`src/rtl/ramp_adc_pkg.sv`:
```
package ramp_adc_pkg;
  typedef enum logic {
    ST_HOLD = 1'b0,
    ST_RAMP = 1'b1
  } ramp_state_e;
endpackage

```
`src/rtl/radc_tick_gen.sv`:
```
module radc_tick_gen #(
  parameter int CYC_PER_STEP     = 4,
  parameter int STEPS_PER_SAMPLE = 32
) (
  input  logic clk,
  input  logic rst,
  output logic step_tick,
  output logic period_end
);
  localparam int SW = (STEPS_PER_SAMPLE > 1) ? $clog2(STEPS_PER_SAMPLE) : 1;
  localparam logic [SW-1:0] SLOT_LAST = SW'(STEPS_PER_SAMPLE - 1);

  logic [SW-1:0] slot;

  generate
    if (CYC_PER_STEP <= 1) begin : g_every_cycle
      assign step_tick = 1'b1;
    end else begin : g_divider
      localparam int CW = $clog2(CYC_PER_STEP);
      localparam logic [CW-1:0] CYC_LAST = CW'(CYC_PER_STEP - 1);
      logic [CW-1:0] cyc;
      always_ff @(posedge clk) begin
        if (rst || cyc == CYC_LAST) cyc <= '0;
        else                        cyc <= cyc + 1'b1;
      end
      assign step_tick = (cyc == CYC_LAST);
    end
  endgenerate

  always_ff @(posedge clk) begin
    if (rst)            slot <= '0;
    else if (step_tick) slot <= (slot == SLOT_LAST) ? '0 : slot + 1'b1;
  end

  assign period_end = step_tick && (slot == SLOT_LAST);
endmodule

```
`src/rtl/radc_sync.sv`:
```
module radc_sync #(
  parameter int STAGES = 2
) (
  input  logic clk,
  input  logic rst,
  input  logic d,
  output logic q
);
  logic [STAGES-1:0] chain;
  always_ff @(posedge clk) begin
    if (rst) chain <= '0;
    else     chain <= {chain[STAGES-2:0], d};
  end
  assign q = chain[STAGES-1];
endmodule

```
`src/rtl/radc_ramp_core.sv`:
```
module radc_ramp_core
  import ramp_adc_pkg::*;
#(
  parameter int CODE_W = 4
) (
  input  logic              clk,
  input  logic              rst,
  input  logic              step_tick,
  input  logic              period_end,
  input  logic              trip,
  output logic [CODE_W-1:0] level,
  output logic [CODE_W-1:0] result,
  output logic              result_ovf,
  output logic              result_stb,
  output logic              result_tgl
);
  localparam logic [CODE_W-1:0] LVL_TOP = '1;

  ramp_state_e state;

  always_ff @(posedge clk) begin
    if (rst) begin
      state      <= ST_RAMP;
      level      <= '0;
      result     <= '0;
      result_ovf <= 1'b0;
      result_stb <= 1'b0;
      result_tgl <= 1'b0;
    end else begin
      result_stb <= 1'b0;
      if (step_tick) begin
        if (period_end) begin
          state <= ST_RAMP;
          level <= '0;
        end else if (state == ST_RAMP) begin
          if (trip || level == LVL_TOP) begin
            result     <= level;
            result_ovf <= !trip;
            result_stb <= 1'b1;
            result_tgl <= ~result_tgl;
            state      <= ST_HOLD;
            level      <= '0;
          end else begin
            level <= level + 1'b1;
          end
        end
      end
    end
  end
endmodule

```
`src/rtl/ramp_adc_ctrl.sv`:
```
module ramp_adc_ctrl #(
  parameter int CLK_HZ           = 125_000_000,
  parameter int SAMPLE_HZ        = 13_200,
  parameter int STEPS_PER_SAMPLE = 32,
  parameter int CODE_W           = 4,
  parameter int SYNC_STAGES      = 2
) (
  input  logic              clk,
  input  logic              rst,
  input  logic              cmp_in,
  output logic [CODE_W-1:0] dac_code,
  output logic [CODE_W-1:0] sample,
  output logic              sample_valid,
  output logic              sample_ovf,
  output logic              sample_toggle
);
  localparam int CYC_PER_STEP = CLK_HZ / (SAMPLE_HZ * STEPS_PER_SAMPLE);

  logic step_tick, period_end, cmp_sync;

  radc_tick_gen #(
    .CYC_PER_STEP    (CYC_PER_STEP),
    .STEPS_PER_SAMPLE(STEPS_PER_SAMPLE)
  ) u_tick (
    .clk       (clk),
    .rst       (rst),
    .step_tick (step_tick),
    .period_end(period_end)
  );

  radc_sync #(.STAGES(SYNC_STAGES)) u_sync (
    .clk(clk),
    .rst(rst),
    .d  (cmp_in),
    .q  (cmp_sync)
  );

  radc_ramp_core #(.CODE_W(CODE_W)) u_core (
    .clk       (clk),
    .rst       (rst),
    .step_tick (step_tick),
    .period_end(period_end),
    .trip      (cmp_sync),
    .level     (dac_code),
    .result    (sample),
    .result_ovf(sample_ovf),
    .result_stb(sample_valid),
    .result_tgl(sample_toggle)
  );
endmodule

```
`config.mk`:
```
export PLATFORM = sky130hd
export DESIGN_NAME = ramp_adc_ctrl
export DESIGN_NICKNAME = d
export VERILOG_FILES = /design/src/rtl/ramp_adc_pkg.sv /design/src/rtl/radc_tick_gen.sv /design/src/rtl/radc_sync.sv /design/src/rtl/radc_ramp_core.sv /design/src/rtl/ramp_adc_ctrl.sv
export SDC_FILE = /design/constraint.sdc
export NUM_CORES = 1
export LEC_CHECK = 0
export CAP_MARGIN = 20
export CORE_AREA = 2 2 58 60
export CTS_BUF_LIST = sky130_fd_sc_hd__clkbuf_8
export DETAILED_ROUTE_END_ITERATION = 10
export DIE_AREA = 0 0 60 62
export DONT_BUFFER_PORTS = 1
export GPL_ROUTABILITY_DRIVEN = 0
export PLACE_DENSITY = 0.51
export REMOVE_ABC_BUFFERS = 1
export SLEW_MARGIN = 10
export SYNTH_ARGS = -nofsm -noshare
export SYNTH_HDL_FRONTEND = slang
export SYNTH_SLANG_ARGS = --single-unit
```
`constraint.sdc`:
```
create_clock -name clk -period 3.8 [get_ports clk]
set_input_delay 0.19 -clock clk [delete_from_list [all_inputs] [get_ports clk]]
set_output_delay 0.19 -clock clk [all_outputs]
set_load 0.005 [all_outputs]
```
Yosys cells after proc, flatten, opt, wreduce, memory -nomap -nowiden. Index checks and enable logic that the tools add are counted.

Equality and inequality tests: 3. Bitwise logic cells: 4. Reduce and logical (&&, ||, !) cells: 8. Mux-type cells: 8. Add/subtract/negate cells: 3.

Operator list (number): two-way mux 4 bit (3); adder 9 x 1 -> 9 bit, second input constant (1); == test 9 bit, second input constant (1); adder 5 x 1 -> 5 bit, second input constant (1); == test 5 bit, second input constant (1); two-way mux 5 bit (1); adder 4 x 1 -> 4 bit, second input constant (1); == test 4 bit, second input constant (1); two-way mux 1 bit (4); NOT 1 bit (4); AND reduction 4 bit (1); OR reduction 4 bit (1); logical OR 1 bit (2); AND reduction 2 bit (1); nonzero test 2 bit (1); logical AND 1 bit (1); zero test 1 bit (1).

Input bits: 3. Register bits: 28. Logic and storage cells: 35. Output and inout bits: 11.

Longest topological paths before layout.
Depth after elaboration: 5. Gate-level depth with buffers: 8.

Modules after synthesis. Synthesis repeated with hierarchy kept, for this count alone.

Cells, all modules: 134. Area total of the unflattened synthesis: 1263.7 um2.

Modules (own cells, without submodules): radc_tick_gen (instances 1, area each 663.1 um2, cells each 75); radc_ramp_core (instances 1, area each 548.0 um2, cells each 55); radc_sync (instances 1, area each 52.6 um2, cells each 4).

Worst setup path before layout. OpenSTA, ideal clock, no wires.

Path type: register to register. Start: reg u_tick.slot[0]. End: reg u_core.result_ovf. Data arrival time: 1759 ps. Data required time: 3679 ps. Buffers on the path: 1. Cell stages (with the launch flop): 8. Setup time: 121 ps. Slack: 1921 ps. Path through: dfxtp_1 ha_1 and3_1 ha_1 clkbuf_1 nor3_4 nand2_2 mux2_2.

Cells in the longest elaborated chain, start to end: 4.

Ends and longest elaborated chain: start, declared (line radc_tick_gen.sv:13) `logic [SW-1:0] slot;`; start signal, assigned (line radc_tick_gen.sv:32) `else if (step_tick) slot <= (slot == SLOT_LAST) ? '0 : slot + 1'b1;`; == test 5 bit (line radc_tick_gen.sv:35) `assign period_end = step_tick && (slot == SLOT_LAST);`; logical AND 1 bit (line radc_tick_gen.sv:35); NOT 1 bit (no source line); AND reduction 4 bit (no source line); end signal, assigned (line radc_ramp_core.sv:38) `result_ovf <= !trip;`; end, declared (line radc_ramp_core.sv:13) `output logic result_ovf,`.

No other way between the ends. A chain may end at the register's enable or synchronous reset.

Worst setup path in the final report.
Start: reg u_tick.slot[0]. End: reg u_core.result[3].

Cells in the longest elaborated chain, start to end: 4.

Ends and longest elaborated chain: == test 5 bit (line radc_tick_gen.sv:35); logical AND 1 bit (line radc_tick_gen.sv:35); NOT 1 bit (no source line); AND reduction 4 bit (no source line); end signal, assigned (line radc_ramp_core.sv:37) `result <= level;`; end, declared (line radc_ramp_core.sv:12) `output logic [CODE_W-1:0] result,`.

No other way between the ends.

==> results by group <==
Setup path
  – Kind of launch point of the worst setup path: flip-flop
  – Count of buffering cells on the critical path with inverters included: 0
  – Data arrival at the endpoint of the critical path: 2220 ps
  – Top fanout value on the critical path: 10
  – CP Class: flip-flop to flip-flop
  – Critical path cell sequence: ha_1, and3_1, ha_1, nor3_4, a31oi_1, a311oi_1
  – Worst path required time: 3990 ps
  – Reg-to-reg slack, setup: 1770 ps
  – Crit-path leading delay family: simple AND/OR/NAND/NOR gates
  – Crit. End Element: flip-flop
  – Delay of the slowest critical-path stage: 440 ps
  – Worst path most repeated cell: sky130_fd_sc_hd__ha_1
  – Critical Path Slowest Stage Cell: sky130_fd_sc_hd__nor3_4

Routing
  – Total length of routed wires: 2460 um
  – First-pass DRT Iterations: 4
  – Via density per instance: 5.17
  – Iter 0 DRT Violations: 31
  – Met1 wire length: 1230 um
  – Count of nets left with antenna violations after detail routing: 0
  – Wire length per cell: 13.2 um
  – Number of vias after detailed routing: 962
  – Met2 routed WL: 1100 um
  – Uppermost layer routed: met4
  – Met3 wire len: 84 um
  – Remaining routing DRC violations: 0

Synthesis
  – Number of distinct library cells after synthesis: 32
  – Proportion of synthesized chip area in sequential cells: 0.454
  – Yosys warning total: 0
  – Syn Std Cell Area: 1230 um^2
  – Register bit total from synthesis: 28
  – Post-synthesis area per instance: 8.88 um^2
  – Commonest cells post-synth: sky130_fd_sc_hd__dfxtp_1 (28), sky130_fd_sc_hd__nor2_1 (16), sky130_fd_sc_hd__a21oi_1 (13)
  – Post-synth top flop: sky130_fd_sc_hd__dfxtp_1
  – Number of enable-type register cells in the synthesized netlist: 0
  – Post-Synthesis Cells: 139
  – Async S/R FF share, synth: 0
  – Largest area contributor in the netlist: sky130_fd_sc_hd__dfxtp_1
  – Share of Yosys cell area claimed by the top area cell type: 0.454
  – Library cell with the highest instance count after synthesis: sky130_fd_sc_hd__dfxtp_1
  – Synth area leaders: sky130_fd_sc_hd__dfxtp_1 (45%), sky130_fd_sc_hd__a21oi_1 (5.3%), sky130_fd_sc_hd__ha_1 (5.1%)

Floorplanning
  – Die Outline Area: 3720 um^2
  – Number of standard-cell rows in the floorplan: 21
  – Starting density of the core: 0.388
  – # IOs: 14
  – Horizontal extent of the die: 60 um
  – Core footprint: 3180 um^2
  – Die extent in y: 62 um

Placement
  – Detail Placement HPWL: 1720 um
  – Placed cell count: 181
  – Count of buffers inserted at the top-level ports: 0

STA
  – Part of the cycle the worst path needs: 0.534
  – Worst-margin pin slew: 637 ps
  – RSZ-0062 raised after global routing: false
  – Setup violators final: 0
  – Final Max Slew Viols: 0
  – Achievable clock frequency: 0.492 GHz
  – Worst clock skew on the final layout: 5.35 ps
  – Final hold violation count: 0
  – Slew Limit Headroom: 0.574
  – Summed negative setup slack over all endpoints: 0 ps
  – Shortest clock period the worst path allows after layout: 2030 ps

Power and ir drop
  – Share of total power in combinational logic: 0.031
  – Power Dens Cells: 406 nW/um^2
  – Leakage: 0.473 nW
  – Flop pwr share: 0.547
  – Fraction of power spent switching nets: 0.193
  – Internal power: 0.000445 W
  – Sw Pwr: 0.000107 W
  – Maximum vdd drop: 0.000167 V
  – Clock share of power: 0.422

Clock tree
  – Maximum number of buffers from clock root to sink: 2
  – Total CTS buffers: 3
  – TritonCTS clock tree: yes
  – Post-CTS setup buffer count: 0
  – Clock Tree Root: sky130_fd_sc_hd__clkbuf_8
  – Total of cells resized after clock tree synthesis: 0
  – Worst-skew pair later-pin latency: 280 ps
  – Count of clock tree sinks: 28
  – Clock-pin slew on the worst setup and hold paths: 90 ps
  – Htree depth: 1

Cells and area
  – Area growth from synthesis to final layout: 10.0%
  – Final design utilization: 0.427
  – Fraction of layout instances using a drive strength above 1: 0.0786
  – Number of nets in the layout: 149
  – Layout Cells excl Fill: 186
  – Diode count: 0

Outcome
  – Outcome: complete, no violations

Global routing
  – Antenna violations before repair: 0
  – Global-route wire length before repair: 3860 um
  – Congestion Overflow GR: 0
  – Largest net degree at the start of global routing: 18
  – GR Util All Layers: 0.140
  – Number of global-route vias before repair: 853

Flow run
  – Max-cap violations: 0

Worst hold path
  – Hold Crit Class: input pin to flip-flop
==> area by class of cell <==
| cell class | instances | area [um^2] |
|---|---|---|
| inverters | 1 | 3.75 |
| clock inverters | 1 | 30.0 |
| flip-flops and latches | 28 | 561 |
| well taps | 46 | 57.6 |
| repair buffers | 1 | 10.0 |
| clock buffers | 3 | 41.3 |
| fillers | 323 | 1820 |
| multi-input cells | 106 | 656 |
==> cell families (layout without fill, tap and decap cells) <==
kind of cell / after synthesis / in the layout / synth area share
buf+inv: 5 / 6 / 0.0152
xor+xnor: 7 / 7 / 0.0496
flops: 28 / 28 / 0.454
simple gates: 65 / 65 / 0.292
mux: 2 / 2 / 0.0172
compound gates: 27 / 27 / 0.122
fa+ha+maj: 5 / 5 / 0.0507
==> layout by cell type, fill, tap and decap left out, types with 2 or more instances in the layout <==
cell / instances
sky130_fd_sc_hd__xor2_1: 6
sky130_fd_sc_hd__nor2_1: 16
sky130_fd_sc_hd__and3_1: 2
sky130_fd_sc_hd__or3_1: 2
sky130_fd_sc_hd__nor2b_1: 6
sky130_fd_sc_hd__clkbuf_8: 3
sky130_fd_sc_hd__a21oi_1: 13
sky130_fd_sc_hd__or2_2: 2
sky130_fd_sc_hd__o21ai_0: 7
sky130_fd_sc_hd__nand2_1: 12
sky130_fd_sc_hd__nand4b_1: 2
sky130_fd_sc_hd__nand3_1: 11
sky130_fd_sc_hd__nand4_1: 3
sky130_fd_sc_hd__ha_1: 5
sky130_fd_sc_hd__a31oi_1: 4
sky130_fd_sc_hd__dfxtp_1: 28
==> sequential cells by signal (all words and copies together), names as in the netlist <==
| signal | count |
|---|---|
| u_tick.g_divider.cyc | 9 |
| u_core.state | 1 |
| u_core.result_stb | 1 |
| u_tick.slot | 5 |
| u_sync.chain | 2 |
| u_core.result | 4 |
| u_core.result_tgl | 1 |
| u_core.level | 4 |
| u_core.result_ovf | 1 |
==> power by group through the flow <==
stage	registers, W	logic [W]	clock network, W
5_1_grt	0.000303	0.0000199	0.000250
4_1_cts	0.000302	0.0000174	0.000239
3_3_place_gp	0.000308	0.0000139	0
2_1_floorplan	0.000307	0.0000114	0
6_report	0.000302	0.0000172	0.000233
3_5_place_dp	0.000309	0.0000139	0
==> path summary, 6_finish.rpt <==
path / start / endpoint / depth (start not counted)
setup / recovery: u_tick.slot[0] / u_core.result[3] / 6
hold / removal: rst / u_core.state / 2
setup reg to reg: u_tick.slot[0] / u_core.result[3] / 6
hold reg to reg: u_sync.chain[0] / u_sync.chain[1] / 1
==> layer usage <==
| layer | up-vias | GRT usage |
|---|---|---|
| li1 | 498 | - |
| met1 | 447 | 0.191 |
| met2 | 12 | 0.203 |
| met3 | 5 | 0.0290 |
| met4 | 0 | 0.0794 |
| met5 | - | 0 |
==> worst reg2reg max path, stage by stage (launching register included) <==
cell,delay [ps]
sky130_fd_sc_hd__dfxtp_1,360
sky130_fd_sc_hd__ha_1,240
sky130_fd_sc_hd__and3_1,190
sky130_fd_sc_hd__ha_1,300
sky130_fd_sc_hd__nor3_4,440
sky130_fd_sc_hd__a31oi_1,160
sky130_fd_sc_hd__a311oi_1,260
==> timing repair <==
item                                    CTS  global route
hold buffers                              1             0
endpoints found under the setup margin    0             0
hold endpoints to repair                 17             0
==> per-stage QoR <==
| stage | worst slack [ps] | hold WS [ps] | power [W] | cell area (um^2) |
|---|---|---|---|---|
| after detailed placement | 1770 | 263 | 0.000322 | 1280 |
| after global routing | 1620 | 4.63 | 0.000573 | 1360 |
| final | 1770 | 8.14 | 0.000551 | 1360 |
| after global placement | 1870 | 262 | 0.000322 | 1280 |
| after floorplan | 1990 | 259 | 0.000319 | 1220 |
| after CTS | 1760 | 2.13 | 0.000558 | 1360 |
Note: power is estimated with default switching activity, not from simulation.
